## config.mk

```make
export PLATFORM = sky130hd
export DESIGN_NAME = gpio_irq_port
export DESIGN_NICKNAME = d
export VERILOG_FILES = /design/src/rtl/gpio_pkg.sv /design/src/rtl/gpio_sync.sv /design/src/rtl/gpio_blink.sv /design/src/rtl/gpio_irq_unit.sv /design/src/rtl/gpio_irq_port.sv
export SDC_FILE = /design/constraint.sdc
export NUM_CORES = 1
export LEC_CHECK = 0
export ABC_AREA = 1
export CAP_MARGIN = 5
export CELL_PAD_IN_SITES_DETAIL_PLACEMENT = 1
export CELL_PAD_IN_SITES_GLOBAL_PLACEMENT = 1
export CORE_MARGIN = 2
export CORE_UTILIZATION = 41
export DETAILED_ROUTE_END_ITERATION = 12
export DONT_BUFFER_PORTS = 1
export PLACE_DENSITY = 0.71
export SYNTH_ARGS = -nofsm -noshare
export SYNTH_HDL_FRONTEND = slang
export SYNTH_SLANG_ARGS = --single-unit
```

## constraint.sdc

```tcl
create_clock -name clk -period 1.77 [get_ports clk]
set_clock_uncertainty 0.1 [all_clocks]
set_input_delay 0.177 -clock clk [delete_from_list [all_inputs] [get_ports clk]]
set_output_delay 0.177 -clock clk [all_outputs]
set_load 0.005 [all_outputs]
```

## src/rtl/gpio_pkg.sv

```systemverilog
// Shared constants for the GPIO port: nominal register byte offsets.
// Assumes a word-aligned byte address bus; mask registers are relocated by the top.
package gpio_pkg;
    localparam int unsigned OFS_OUT   = 'h00;
    localparam int unsigned OFS_DIR   = 'h04;
    localparam int unsigned OFS_BLINK = 'h08;
    localparam int unsigned OFS_INV   = 'h0C;
    localparam int unsigned OFS_DIN   = 'h10;
    localparam int unsigned OFS_CAUSE = 'h14;
    localparam int unsigned OFS_EMASK = 'h18;
    localparam int unsigned OFS_LMASK = 'h1C;
endpackage

```

## src/rtl/gpio_sync.sv

```systemverilog
// Two-flop synchronizer for a vector of asynchronous pad inputs.
// Assumes each bit is independent; no multi-bit coherence is promised.
module gpio_sync #(
    parameter int WIDTH = 32
) (
    input  logic             clk,
    input  logic             rst_n,
    input  logic [WIDTH-1:0] async_in,
    output logic [WIDTH-1:0] sync_out
);
    logic [WIDTH-1:0] stage1;

    // Two-stage capture of the pad values.
    always_ff @(posedge clk) begin
        if (!rst_n) begin
            stage1   <= '0;
            sync_out <= '0;
        end else begin
            stage1   <= async_in;
            sync_out <= stage1;
        end
    end
endmodule

```

## src/rtl/gpio_blink.sv

```systemverilog
// Free-running blink phase generator shared by every line.
// The phase starts low after reset and inverts every HALF clock cycles.
// Assumes HALF >= 1.
module gpio_blink #(
    parameter int HALF = 4
) (
    input  logic clk,
    input  logic rst_n,
    output logic phase
);
    localparam int CNT_W = $clog2(HALF + 1);
    localparam logic [CNT_W-1:0] LAST = CNT_W'(HALF - 1);

    logic [CNT_W-1:0] cnt;

    // Count one half-period and invert the phase at its end.
    always_ff @(posedge clk) begin
        if (!rst_n) begin
            cnt   <= '0;
            phase <= 1'b0;
        end else if (cnt == LAST) begin
            cnt   <= '0;
            phase <= ~phase;
        end else begin
            cnt   <= cnt + 1'b1;
        end
    end
endmodule

```

## src/rtl/gpio_irq_unit.sv

```systemverilog
// Interrupt logic: sticky rising-transition cause register plus a
// per-group OR of the masked level and edge contributions.
// Assumes NLINES is a multiple of GROUP. A detected transition wins over
// a clearing write that lands at the same edge.
module gpio_irq_unit #(
    parameter int NLINES = 32,
    parameter int GROUP  = 8
) (
    input  logic                      clk,
    input  logic                      rst_n,
    input  logic [NLINES-1:0]         din,
    input  logic [NLINES-1:0]         level_mask,
    input  logic [NLINES-1:0]         edge_mask,
    input  logic                      cause_wr,
    input  logic [NLINES-1:0]         cause_wdata,
    output logic [NLINES-1:0]         cause,
    output logic [NLINES/GROUP-1:0]   irq_group
);
    localparam int NGROUPS = NLINES / GROUP;

    logic [NLINES-1:0] din_prev;
    logic [NLINES-1:0] rise;
    logic [NLINES-1:0] hit;

    // Transition detection on the corrected input.
    always_comb rise = din & ~din_prev;

    // Masked contribution of each line.
    always_comb hit = (din & level_mask) | (cause & edge_mask);

    // Track the previous input and update the sticky cause bits.
    always_ff @(posedge clk) begin
        if (!rst_n) begin
            din_prev <= '0;
            cause    <= '0;
        end else begin
            din_prev <= din;
            if (cause_wr) cause <= (cause & cause_wdata) | rise;
            else          cause <= cause | rise;
        end
    end

    // One summary output per group of consecutive lines.
    for (genvar g = 0; g < NGROUPS; g++) begin : g_grp
        assign irq_group[g] = |hit[g*GROUP +: GROUP];
    end
endmodule

```

## src/rtl/gpio_irq_port.sv

```systemverilog
// GPIO port top: register file, address decode, registered read path,
// pad output selection and hookup of synchronizer, blink and interrupt units.
// Assumes a word-aligned byte address; unmapped addresses read zero.
module gpio_irq_port
    import gpio_pkg::*;
#(
    parameter int NLINES     = 32,
    parameter int GROUP      = 8,
    parameter int ADDR_W     = 8,
    parameter int MASK_OFS   = 0,
    parameter int BLINK_HALF = 10_000_000
) (
    input  logic                    clk,
    input  logic                    rst_n,
    input  logic                    bus_wr,
    input  logic                    bus_rd,
    input  logic [ADDR_W-1:0]       bus_addr,
    input  logic [NLINES-1:0]       bus_wdata,
    output logic [NLINES-1:0]       bus_rdata,
    input  logic [NLINES-1:0]       pin_in,
    output logic [NLINES-1:0]       pin_out,
    output logic [NLINES-1:0]       pin_oe,
    output logic [NLINES/GROUP-1:0] irq_group
);
    localparam logic [ADDR_W-1:0] A_OUT   = ADDR_W'(OFS_OUT);
    localparam logic [ADDR_W-1:0] A_DIR   = ADDR_W'(OFS_DIR);
    localparam logic [ADDR_W-1:0] A_BLINK = ADDR_W'(OFS_BLINK);
    localparam logic [ADDR_W-1:0] A_INV   = ADDR_W'(OFS_INV);
    localparam logic [ADDR_W-1:0] A_DIN   = ADDR_W'(OFS_DIN);
    localparam logic [ADDR_W-1:0] A_CAUSE = ADDR_W'(OFS_CAUSE);
    localparam logic [ADDR_W-1:0] A_EMASK = ADDR_W'(OFS_EMASK + MASK_OFS);
    localparam logic [ADDR_W-1:0] A_LMASK = ADDR_W'(OFS_LMASK + MASK_OFS);

    logic [NLINES-1:0] out_q, dir_q, blink_q, inv_q, emask_q, lmask_q;
    logic [NLINES-1:0] pin_sync, din, cause, rd_mux;
    logic              phase;

    gpio_sync #(.WIDTH(NLINES)) u_sync (
        .clk(clk), .rst_n(rst_n), .async_in(pin_in), .sync_out(pin_sync)
    );

    gpio_blink #(.HALF(BLINK_HALF)) u_blink (
        .clk(clk), .rst_n(rst_n), .phase(phase)
    );

    gpio_irq_unit #(.NLINES(NLINES), .GROUP(GROUP)) u_irq (
        .clk(clk), .rst_n(rst_n), .din(din),
        .level_mask(lmask_q), .edge_mask(emask_q),
        .cause_wr(bus_wr && bus_addr == A_CAUSE), .cause_wdata(bus_wdata),
        .cause(cause), .irq_group(irq_group)
    );

    // Polarity-corrected input word.
    always_comb din = pin_sync ^ inv_q;

    // Writable control registers.
    always_ff @(posedge clk) begin
        if (!rst_n) begin
            out_q   <= '0;
            dir_q   <= '0;
            blink_q <= '0;
            inv_q   <= '0;
            emask_q <= '0;
            lmask_q <= '0;
        end else if (bus_wr) begin
            if (bus_addr == A_OUT)   out_q   <= bus_wdata;
            if (bus_addr == A_DIR)   dir_q   <= bus_wdata;
            if (bus_addr == A_BLINK) blink_q <= bus_wdata;
            if (bus_addr == A_INV)   inv_q   <= bus_wdata;
            if (bus_addr == A_EMASK) emask_q <= bus_wdata;
            if (bus_addr == A_LMASK) lmask_q <= bus_wdata;
        end
    end

    // Read data selection by address.
    always_comb begin
        rd_mux = '0;
        if (bus_addr == A_OUT)   rd_mux = out_q;
        if (bus_addr == A_DIR)   rd_mux = dir_q;
        if (bus_addr == A_BLINK) rd_mux = blink_q;
        if (bus_addr == A_INV)   rd_mux = inv_q;
        if (bus_addr == A_DIN)   rd_mux = din;
        if (bus_addr == A_CAUSE) rd_mux = cause;
        if (bus_addr == A_EMASK) rd_mux = emask_q;
        if (bus_addr == A_LMASK) rd_mux = lmask_q;
    end

    // Registered read port, held between reads.
    always_ff @(posedge clk) begin
        if (!rst_n)      bus_rdata <= '0;
        else if (bus_rd) bus_rdata <= rd_mux;
    end

    // Pad driver enable and output value selection.
    always_comb pin_oe  = ~dir_q;
    always_comb pin_out = (blink_q & {NLINES{phase}}) | (~blink_q & out_q);
endmodule

```

==> impl_metrics.py, run 1 <==
metrics = {
    "run_status": {
        "status": "complete, but fails checks",
        "violations": "setup timing",
    },
    "clocking": {
        "cts_buffers": 43,
        "htreeDepth": 2,
        "cts-root-buf": "clkbuf_16",
        "path_clk_slew_ps": 60,
        "tritoncts": "yes",
        "clk_latency_ps": 580,
        "ctsLongestPathBuffers": 3,
        "clock_sinks": 377,
    },
    "grt": {
        "grt_use_met2": 0.535,
        "grt_max_degree": 114,
        "track_usage": 0.299,
        "use_met3": 0.0525,
        "grt_use_met1": 0.353,
        "busiest_layer": "met2",
        "antenna_found_initial": 3,
        "grt_pass1_vias": 17169,
        "overflow": 0,
        "grt_pass1_wl_um": 95400,
    },
    "layout": {
        "mostFrequentLayoutCells": "nand2_1, dfxtp_1, inv_1",
        "area_growth_syn_to_layout_pct": 32.2,
        "fillCellCount": 4771,
        "nets": 2525,
        "final_common_cell": "nand2_1",
        "drive_gt1_frac": 0.153,
    },
    "power": {
        "fin_total_pwr_uw": 19400,
        "power.density_nw_per_um2": 922,
        "power_leakage_uw": 0.00859,
        "peakVddDrop_uv": 694,
    },
    "timing": {
        "worst_pin_slew_ps": 530,
        "setup_viol": 4,
        "slew_violations": 0,
        "hold_violations": 0,
        "relSlewSlack": 0.646,
        "setup_slack_ps": -315,
        "fmax_mhz": 480,
        "rsz0062_at_grt": "yes",
        "post-route-period-util": 1.18,
        "fin_hold_ws_ps": 41.1,
        "fin_crit_ps": 2080,
    },
    "logic_synthesis": {
        "synth_area_um2": 16000,
        "synth_seq_cells": 377,
        "syn_nets": 2321,
        "yosysSeqAreaShare": 0.473,
        "synth_cell_types": 39,
        "yosysWarningCount": 0,
        "synth_area_per_cell_um2": 7.11,
        "syn_inst": 2244,
    },
    "floorplanning": {
        "initial_core_util": 0.414,
        "row_count": 72,
        "die_h_um": 201,
        "io_pins": 176,
        "dieArea_um2": 40500,
        "fp.dieW_um": 201,
        "core_region_area_um2": 38600,
    },
    "placement": {
        "place.gp.congestion": 0.804,
        "port_buffers": 0,
        "post-dp-hpwl_um": 36300,
    },
    "drt": {
        "ant_nets": 0,
        "drtIter0Drc": 745,
        "vias": 16160,
        "drc_errors": 0,
        "avgViaCountPerCell": 5.38,
        "dr.pass1.iters": 5,
        "wl_um": 61600,
        "wl_per_cell_um": 20.5,
    },
    "critical_path": {
        "worst_setup_path_start_kind": "register",
        "crit_path_end_kind": "primary output",
        "arrival_ps": 1810,
        "cp_max_fo": 2,
        "worstPathRequired_ps": 1490,
        "worstSetupPathType": "reg -> out",
    },
    "min_path": {
        "hold_path_class": "in -> reg",
    },
    "job": {
        "drv_cap": 0,
    },
}
[synth_stat cells (all sizes together)]
master   count  area (µm²)
nor3b        4        30.0
o21ai      248        1240
a221oi      12         105
nand3b       2        27.5
buf         35         214
a21oi      230        1150
xnor2        2        17.5
inv        297        1120
ha           1        12.5
nand4       41         269
clkbuf      85         319
and2         5        31.3
or2         35         219
nand3       98         495
nor4         5        31.3
nor3        12        82.6
and3         1        6.26
xor2         4        35.0
nor2       208         868
o22ai       33         206
dfxtp      377        7550
o2111ai      1        8.76
nand2      508        1920
[cell type report]
class	count	area [µm²]	share of cell area
Antenna cell	3	7.51	0.000356
Clock buffer	63	1280	0.0608
Clock inverter	17	256	0.0122
Inverter	297	1130	0.0534
Multi-Input combinational cell	1450	7320	0.347
Sequential cell	377	7590	0.360
Tap cell	518	648	0.0307
Timing Repair Buffer	279	2860	0.136
[final timing paths]
check               startpoint             endpoint  cells after the start  slack, ps
min                     bus_wr             out_q[2]                      4         40
max reg2reg     u_blink.cnt[0]      u_blink.cnt[10]                     10         20
max                  inv_q[17]         irq_group[2]                      6       -310
min reg2reg  u_sync.stage1[22]  u_sync.sync_out[22]                      2        310
[worst max-delay path: stages, from the launching register on]
cell      delay, ps
dfxtp_2         320
or2_4           240
nand2_2          80
inv_2            40
a221oi_2        240
buf_4           160
nand4_1         150
[cell families after synthesis]
group,Yosys count,synth area share
AO/OA/AOI/OAI,524,0.170
XOR/XNOR,6,0.00329
adder cells (fa/ha/maj),1,0.000784
buffers and inverters,417,0.103
flip-flops,377,0.473
AND/OR/NAND/NOR,919,0.249
[state kept, by name, summed over array words and instances (netlist names)]
register	count
lmask_q	32
u_blink.cnt	24
u_sync.sync_out	32
dir_q	32
inv_q	32
u_blink.phase	1
bus_rdata	32
emask_q	32
u_irq.din_prev	32
u_sync.stage1	32
u_irq.cause	32
blink_q	32
out_q	32
[layer usage]
metal,vias to the layer above,part of all wire
li1,7618,-
met1,8058,0.41
met2,349,0.50
met3,133,0.049
met4,2,0.039
met5,-,0.00021
[power breakdown]
group	internal, µW	switching (µW)
Sequential	8640	86.6
Clock	5920	3760
Combinational	454	584
Total	15000	4430
[per-stage QoR]
| stage | std cells | instance area, µm² | TNS (ps) | util | setup slack [ps] |
|---|---|---|---|---|---|
| 2_1_floorplan | 2244 | 16000 | 0 | - | 103 |
| 3_3_place_gp | 2705 | 16800 | 0 | 0.436 | 15.6 |
| 3_5_place_dp | 2705 | 16800 | -210 | 0.436 | -96.9 |
| 4_1_cts | 2990 | 20800 | -1070 | 0.538 | -336 |
| 5_1_grt | 3003 | 21100 | -2630 | 0.547 | -394 |
| 6_report | 3004 | 21100 | -983 | 0.547 | -315 |
[repair_timing]
| item | CTS | global route |
|---|---|---|
| endpoints found under the setup margin | 15 | 43 |
| gates resized for setup | 138 | 71 |
| setup buffers | 29 | 11 |
| pin swaps | 48 | 38 |
| hold endpoints to repair | 360 | 2 |
| hold buffers | 176 | 1 |
No activity file was read; power rests on OpenSTA's default activity.
==> inputs of run 2 (changes only) <==
==> constraint.sdc (replaced) <==
create_clock -name clk -period 1.77 [get_ports clk]
set_clock_uncertainty 0.1 [all_clocks]
set_input_delay 0.0885 -clock clk [delete_from_list [all_inputs] [get_ports clk]]
set_output_delay 0.0885 -clock clk [all_outputs]
set_load 0.005 [all_outputs]
==> impl_metrics.py, run 2 (same netlist as run 1, synthesis figures left out) <==
metrics = {
    "drt": {
        "ant_nets": 0,
        "vias": 16186,
        "drc_errors": 0,
        "met1Wirelength_um": 25500,
        "wl_per_cell_um": 20.4,
        "wl_met2_um": 30900,
        "top_layer": "met4",
        "dr.pass1.iters": 4,
        "wl_um": 61400,
        "drtIter0Drc": 890,
        "avgViaCountPerCell": 5.39,
        "dr_wl_met3_um": 2890,
    },
    "power": {
        "fin_total_pwr_uw": 18800,
        "power.density_nw_per_um2": 897,
        "peakVddDrop_uv": 612,
        "power_leakage_uw": 0.00854,
    },
    "run_status": {
        "violations": "setup timing",
        "status": "complete, but fails checks",
    },
    "critical_path": {
        "worstSetupPathType": "reg -> out",
        "cp_max_fo": 2,
        "crit_path_end": "irq_group[2]",
        "reg2regPathDepth": 8,
        "r2r-start": "u_blink.cnt[0]",
        "arrival_ps": 1770,
        "worstPathRequired_ps": 1580,
        "crit_slowest_cell": "dfxtp_2",
        "crit_cells": 7,
        "crit_chain": "or2_4 -> nand2_4 -> inv_2 -> nand2_2 -> nand2_2 -> a221oi_2 -> nand4_1",
        "critPathMaxStageDelay_ps": 330,
        "cp_top_family": "simple AND/OR/NAND/NOR gates",
        "cp.buffers_inverters": 1,
        "crit_start": "u_sync.sync_out[22]",
        "ff2ff_setup_slack_ps": 50,
        "regToRegEndpoint": "u_blink.cnt[17]",
        "worst_setup_path_start_kind": "register",
        "crit_top_cell": "nand2_2",
        "crit_path_end_kind": "primary output",
    },
    "timing": {
        "setup_viol": 4,
        "setup_slack_ps": -186,
        "worst_pin_slew_ps": 567,
        "fin_crit_ps": 1960,
        "hold_violations": 0,
        "post-route-period-util": 1.11,
        "rsz0062_at_grt": "yes",
        "relSlewSlack": 0.621,
        "fin_hold_ws_ps": 72.8,
        "slew_violations": 0,
        "fmax_mhz": 511,
    },
    "clocking": {
        "tritoncts": "yes",
        "ctsLongestPathBuffers": 3,
        "cts-root-buf": "clkbuf_16",
        "cts_buffers": 44,
        "clk_latency_ps": 580,
        "clock_sinks": 377,
        "path_clk_slew_ps": 60,
        "htreeDepth": 2,
    },
    "floorplanning": {
        "row_count": 72,
        "core_region_area_um2": 38600,
        "dieArea_um2": 40500,
        "initial_core_util": 0.414,
        "fp.dieW_um": 201,
        "io_pins": 176,
        "die_h_um": 201,
    },
    "layout": {
        "finish.instance_area_um2": 21000,
        "stdcell_count": 3004,
        "drive_gt1_frac": 0.152,
        "mostFrequentLayoutCells": "nand2_1, dfxtp_1, inv_1",
        "nets": 2532,
        "area_growth_syn_to_layout_pct": 31.4,
        "final_common_cell": "nand2_1",
        "final_util": 0.544,
    },
    "placement": {
        "placedInstanceArea_um2": 16800,
        "placedCellCount": 2701,
        "place.gp.congestion": 0.825,
        "port_buffers": 0,
        "post-dp-hpwl_um": 36300,
    },
    "job": {
        "drv_cap": 0,
    },
    "grt": {
        "overflow": 0,
        "antenna_found_initial": 1,
        "grt_max_degree": 121,
        "grt_pass1_wl_um": 96500,
        "grt_pass1_vias": 17344,
        "track_usage": 0.301,
    },
    "min_path": {
        "hold_path_class": "in -> reg",
    },
}
run 2: changes by cell type in the layout (fill, tap and decap cells not counted), sizes merged:
| cell | change |
|---|---|
| clkbuf | +4 |
| clkinvlp | -1 |
| diode | -1 |
| bufinv | -5 |
| dlygate4sd3 | -2 |
| dlymetal6s4s | +1 |
| clkinv | -4 |
| buf | +8 |
run 2: metrics by stage:
| step | TNS (ps) | worst slack [ps] |
|---|---|---|
| after detailed placement | -233 | -103 |
| after CTS | -1630 | -209 |
| after global routing | -1070 | -248 |
| after floorplan | 0 | 103 |
| after global placement | 0 | 2.84 |
| final | -655 | -186 |
run 2: area by class of cell:
cell class / count / area [µm²]
sequential: 377 / 7600
inverter: 297 / 1120
clock buffer: 68 / 1340
antenna: 2 / 5.00
timing repair buffer: 285 / 2870
fill: 4762 / 17600
tap: 518 / 648
clock inverter: 7 / 67.6
multi-input combinational: 1450 / 7300
run 2: metal layers:
| layer | vias up | track usage |
|---|---|---|
| met4 | 0 | 0.118 |
| met2 | 334 | 0.547 |
| met1 | 8106 | 0.353 |
| li1 | 7629 | - |
| met3 | 117 | 0.0507 |
| met5 | - | 0 |
run 2: worst register-to-register path: stages (launching register included):
cell,delay [ps]
dfxtp_4,370
buf_6,120
nand3_4,90
nor3_4,240
nand4_4,170
nor2_4,180
nand2_4,110
o21ai_2,130
nor3b_2,160
run 2: how the worst min path moves through the flow:
stage,to,depth (start not counted),slack [ps],startpoint
final,lmask_q[4],5,70,bus_addr[4]
after detailed placement,u_sync.stage1[4],2,90,pin_in[4]
after global placement,u_sync.stage1[11],2,90,pin_in[11]
after floorplan,u_sync.stage1[0],2,90,pin_in[0]
after CTS,bus_rdata[30],7,30,bus_addr[4]
after global routing,u_sync.stage1[9],3,70,rst_n
run 2: power by group:
| part | total (µW) | switching [µW] | internal, µW | leakage (µW) |
|---|---|---|---|---|
| combinational | 1040 | 582 | 457 | 0.00476 |
| sequential | 8730 | 89.9 | 8640 | 0.00308 |
| clock | 9020 | 3700 | 5330 | 0.000699 |
run 2: what timing repair did:
action | CTS | global route
pin swaps | 45 | 36
endpoints found under the setup margin | 15 | 47
gates resized for setup | 135 | 67
gates cloned | 0 | 0
endpoints found under the hold margin | 377 | 2
hold buffers | 175 | 1
buffers inserted | 44 | 10
==> inputs of run 3 (changes only) <==
--- a/config.mk
+++ b/config.mk
@@ -5,15 +5,14 @@
 export SDC_FILE = /design/constraint.sdc
 export NUM_CORES = 1
 export LEC_CHECK = 0
-export ABC_AREA = 1
 export CAP_MARGIN = 5
 export CELL_PAD_IN_SITES_DETAIL_PLACEMENT = 1
 export CELL_PAD_IN_SITES_GLOBAL_PLACEMENT = 1
 export CORE_MARGIN = 2
-export CORE_UTILIZATION = 41
+export CORE_UTILIZATION = 44
 export DETAILED_ROUTE_END_ITERATION = 12
 export DONT_BUFFER_PORTS = 1
-export PLACE_DENSITY = 0.71
+export PLACE_DENSITY = 0.72
 export SYNTH_ARGS = -nofsm -noshare
 export SYNTH_HDL_FRONTEND = slang
 export SYNTH_SLANG_ARGS = --single-unit
==> impl_metrics.py, run 3 <==
metrics = {
    "drt": {
        "wl_um": 74700,
        "drc_errors": 0,
        "wl_per_cell_um": 27.7,
        "ant_nets": 0,
        "drtIter0Drc": 1515,
        "vias": 16610,
        "dr.pass1.iters": 7,
        "avgViaCountPerCell": 6.16,
    },
    "floorplanning": {
        "dieArea_um2": 38800,
        "row_count": 70,
        "fp.dieW_um": 197,
        "io_pins": 176,
        "core_region_area_um2": 36600,
        "die_h_um": 197,
        "initial_core_util": 0.448,
    },
    "min_path": {
        "hold_path_class": "in -> reg",
    },
    "run_status": {
        "violations": "setup timing",
        "status": "complete, but fails checks",
    },
    "job": {
        "drv_cap": 0,
    },
    "logic_synthesis": {
        "syn_nets": 1959,
        "yosys_most_used_dff": "dfxtp_1",
        "yosysSeqAreaShare": 0.460,
        "synthArstFlopShare": 0,
        "synth_top_area_cell": "dfxtp_1",
        "synth_top_area_frac": 0.460,
        "syn_inst": 1882,
        "synth_area_per_cell_um2": 8.71,
        "synthTopCellsByCount": "nand2_1, dfxtp_1, a21boi_1",
        "synth_cell_types": 47,
        "synth.area.top_cells": "dfxtp_1, nand2_1, a21boi_1",
        "synth.most_common_cell": "nand2_1",
        "yosysWarningCount": 0,
        "synth_seq_cells": 377,
        "synth_edf_count": 0,
        "synth_area_um2": 16400,
    },
    "critical_path": {
        "crit_path_end_kind": "primary output",
        "worst_setup_path_start_kind": "register",
        "worstSetupPathType": "reg -> out",
        "arrival_ps": 1970,
        "crit_chain": "a22o_1 -> a221oi_2 -> nand4_1 -> a221oi_2 -> nand3_2",
        "cp_top_family": "compound AO/OA/AOI/OAI gates",
        "crit_top_cell": "a221oi_2",
        "worstPathRequired_ps": 1580,
        "cp_max_fo": 3,
        "critPathMaxStageDelay_ps": 340,
        "cp.buffers_inverters": 0,
        "crit_slowest_cell": "dfxtp_2",
    },
    "timing": {
        "worst_pin_slew_ps": 744,
        "slew_violations": 0,
        "rsz0062_at_grt": "yes",
        "hold_violations": 0,
        "fmax_mhz": 463,
        "relSlewSlack": 0.503,
        "setup_viol": 29,
        "post-route-period-util": 1.22,
        "fin_crit_ps": 2160,
        "setup_slack_ps": -388,
    },
    "grt": {
        "overflow": 0,
        "track_usage": 0.343,
        "antenna_found_initial": 1,
        "grt_pass1_vias": 16603,
        "grt_max_degree": 206,
        "grt_pass1_wl_um": 101000,
    },
    "clocking": {
        "htreeDepth": 2,
        "cts_buffers": 43,
        "tritoncts": "yes",
        "clk_latency_ps": 590,
        "path_clk_slew_ps": 70,
        "clock_sinks": 377,
        "cts-root-buf": "clkbuf_16",
        "ctsLongestPathBuffers": 3,
    },
    "placement": {
        "place.gp.congestion": 0.864,
        "port_buffers": 0,
        "placedInstanceArea_um2": 17300,
        "placedCellCount": 2307,
        "post-dp-hpwl_um": 38600,
    },
    "power": {
        "peakVddDrop_uv": 594,
        "power.density_nw_per_um2": 845,
        "fin_total_pwr_uw": 18900,
        "power_leakage_uw": 0.00860,
    },
    "layout": {
        "stdcell_count": 2695,
        "drive_gt1_frac": 0.188,
        "area_growth_syn_to_layout_pct": 36.6,
        "nets": 2269,
        "final_util": 0.612,
        "final_common_cell": "nand2_1",
        "mostFrequentLayoutCells": "nand2_1, dfxtp_1, dlygate4sd3_1",
        "finish.instance_area_um2": 22400,
    },
}
## run 3: changes by cell type in the layout (fill, tap and decap cells not counted), sizes merged, moves of 71 or more
cell	delta
inv	-259
a21boi	+224
a21oi	-222
nor2	-170
o21ai	-167
and2	+95
nand2	-78
buf	+71
## run 3: kinds of logic after synthesis
logic type                 count (synthesis)  share of synthesized area
adders and majority gates                  1                   0.000763
buffers and inverters                    182                     0.0476
xor gates and xnor gates                  55                     0.0294
DFF                                      377                      0.460
AOI/OAI and AO/OA                        500                      0.222
and+or+nand+nor                          703                      0.198
muxes                                     64                     0.0420
## run 3: layer usage
layer	global-route usage	wire, µm	vias to the layer above
met3	0.0691	6570	239
met4	0.129	3110	0
met5	0	0	-
li1	-	-	7118
met1	0.449	30000	8402
met2	0.561	35000	851
## run 3: repair_timing
| item | in CTS | in global routing |
|---|---|---|
| setup endpoints to repair | 27 | 194 |
| endpoints found under the hold margin | 377 | 81 |
| setup buffers | 5 | 68 |
| resized for setup | 32 | 137 |
| hold buffers | 304 | 3 |
| gates cloned | 0 | 19 |
| pin swaps | 16 | 65 |
## run 3: worst paths after layout
path / startpoint / end / slack (ps) / cells after the start
worst max-delay path: emask_q[17] / irq_group[2] / -390 / 5
worst max register to register: u_blink.cnt[16] / u_blink.cnt[20] / -110 / 6
worst min register to register: out_q[7] / out_q[7] / 370 / 2
worst min-delay path: bus_addr[3] / out_q[28] / 4 / 5
## run 3: power breakdown
part,switching [µW],internal [µW],leakage [µW]
Sequential,104,8630,0.00307
Combinational,671,601,0.00485
Clock,3810,5100,0.000676
Total,4580,14300,0.00860
## run 3: cell type report
| class | count | area, µm² |
|---|---|---|
| Fill cell | 4091 | 14200 |
| Antenna cell | 5 | 12.5 |
| Inverter | 37 | 139 |
| Multi-Input combinational cell | 1323 | 8530 |
| Timing Repair Buffer | 410 | 4190 |
| Tap cell | 468 | 586 |
| Sequential cell | 377 | 7590 |
| Clock inverter | 14 | 131 |
| Clock buffer | 61 | 1220 |
## run 3: worst register-to-register path, stage by stage, from the launching register on
cell       delay (ps)
dfxtp_4           370
nor4_4            300
nand3_1           140
nor4_2            350
nand2b_4          270
clkbuf_16         180
nor2_1             50
## run 3: metrics by stage
stage                     TNS (ps)  hold WS (ps)  worst slack, ps
final                        -3210          4.37             -388
after global routing         -6130          26.9             -425
after CTS                    -8990         0.998             -340
after detailed placement     -6170          96.1             -125
after global placement        -163          93.8            -79.3
after floorplan               -206           116            -78.0
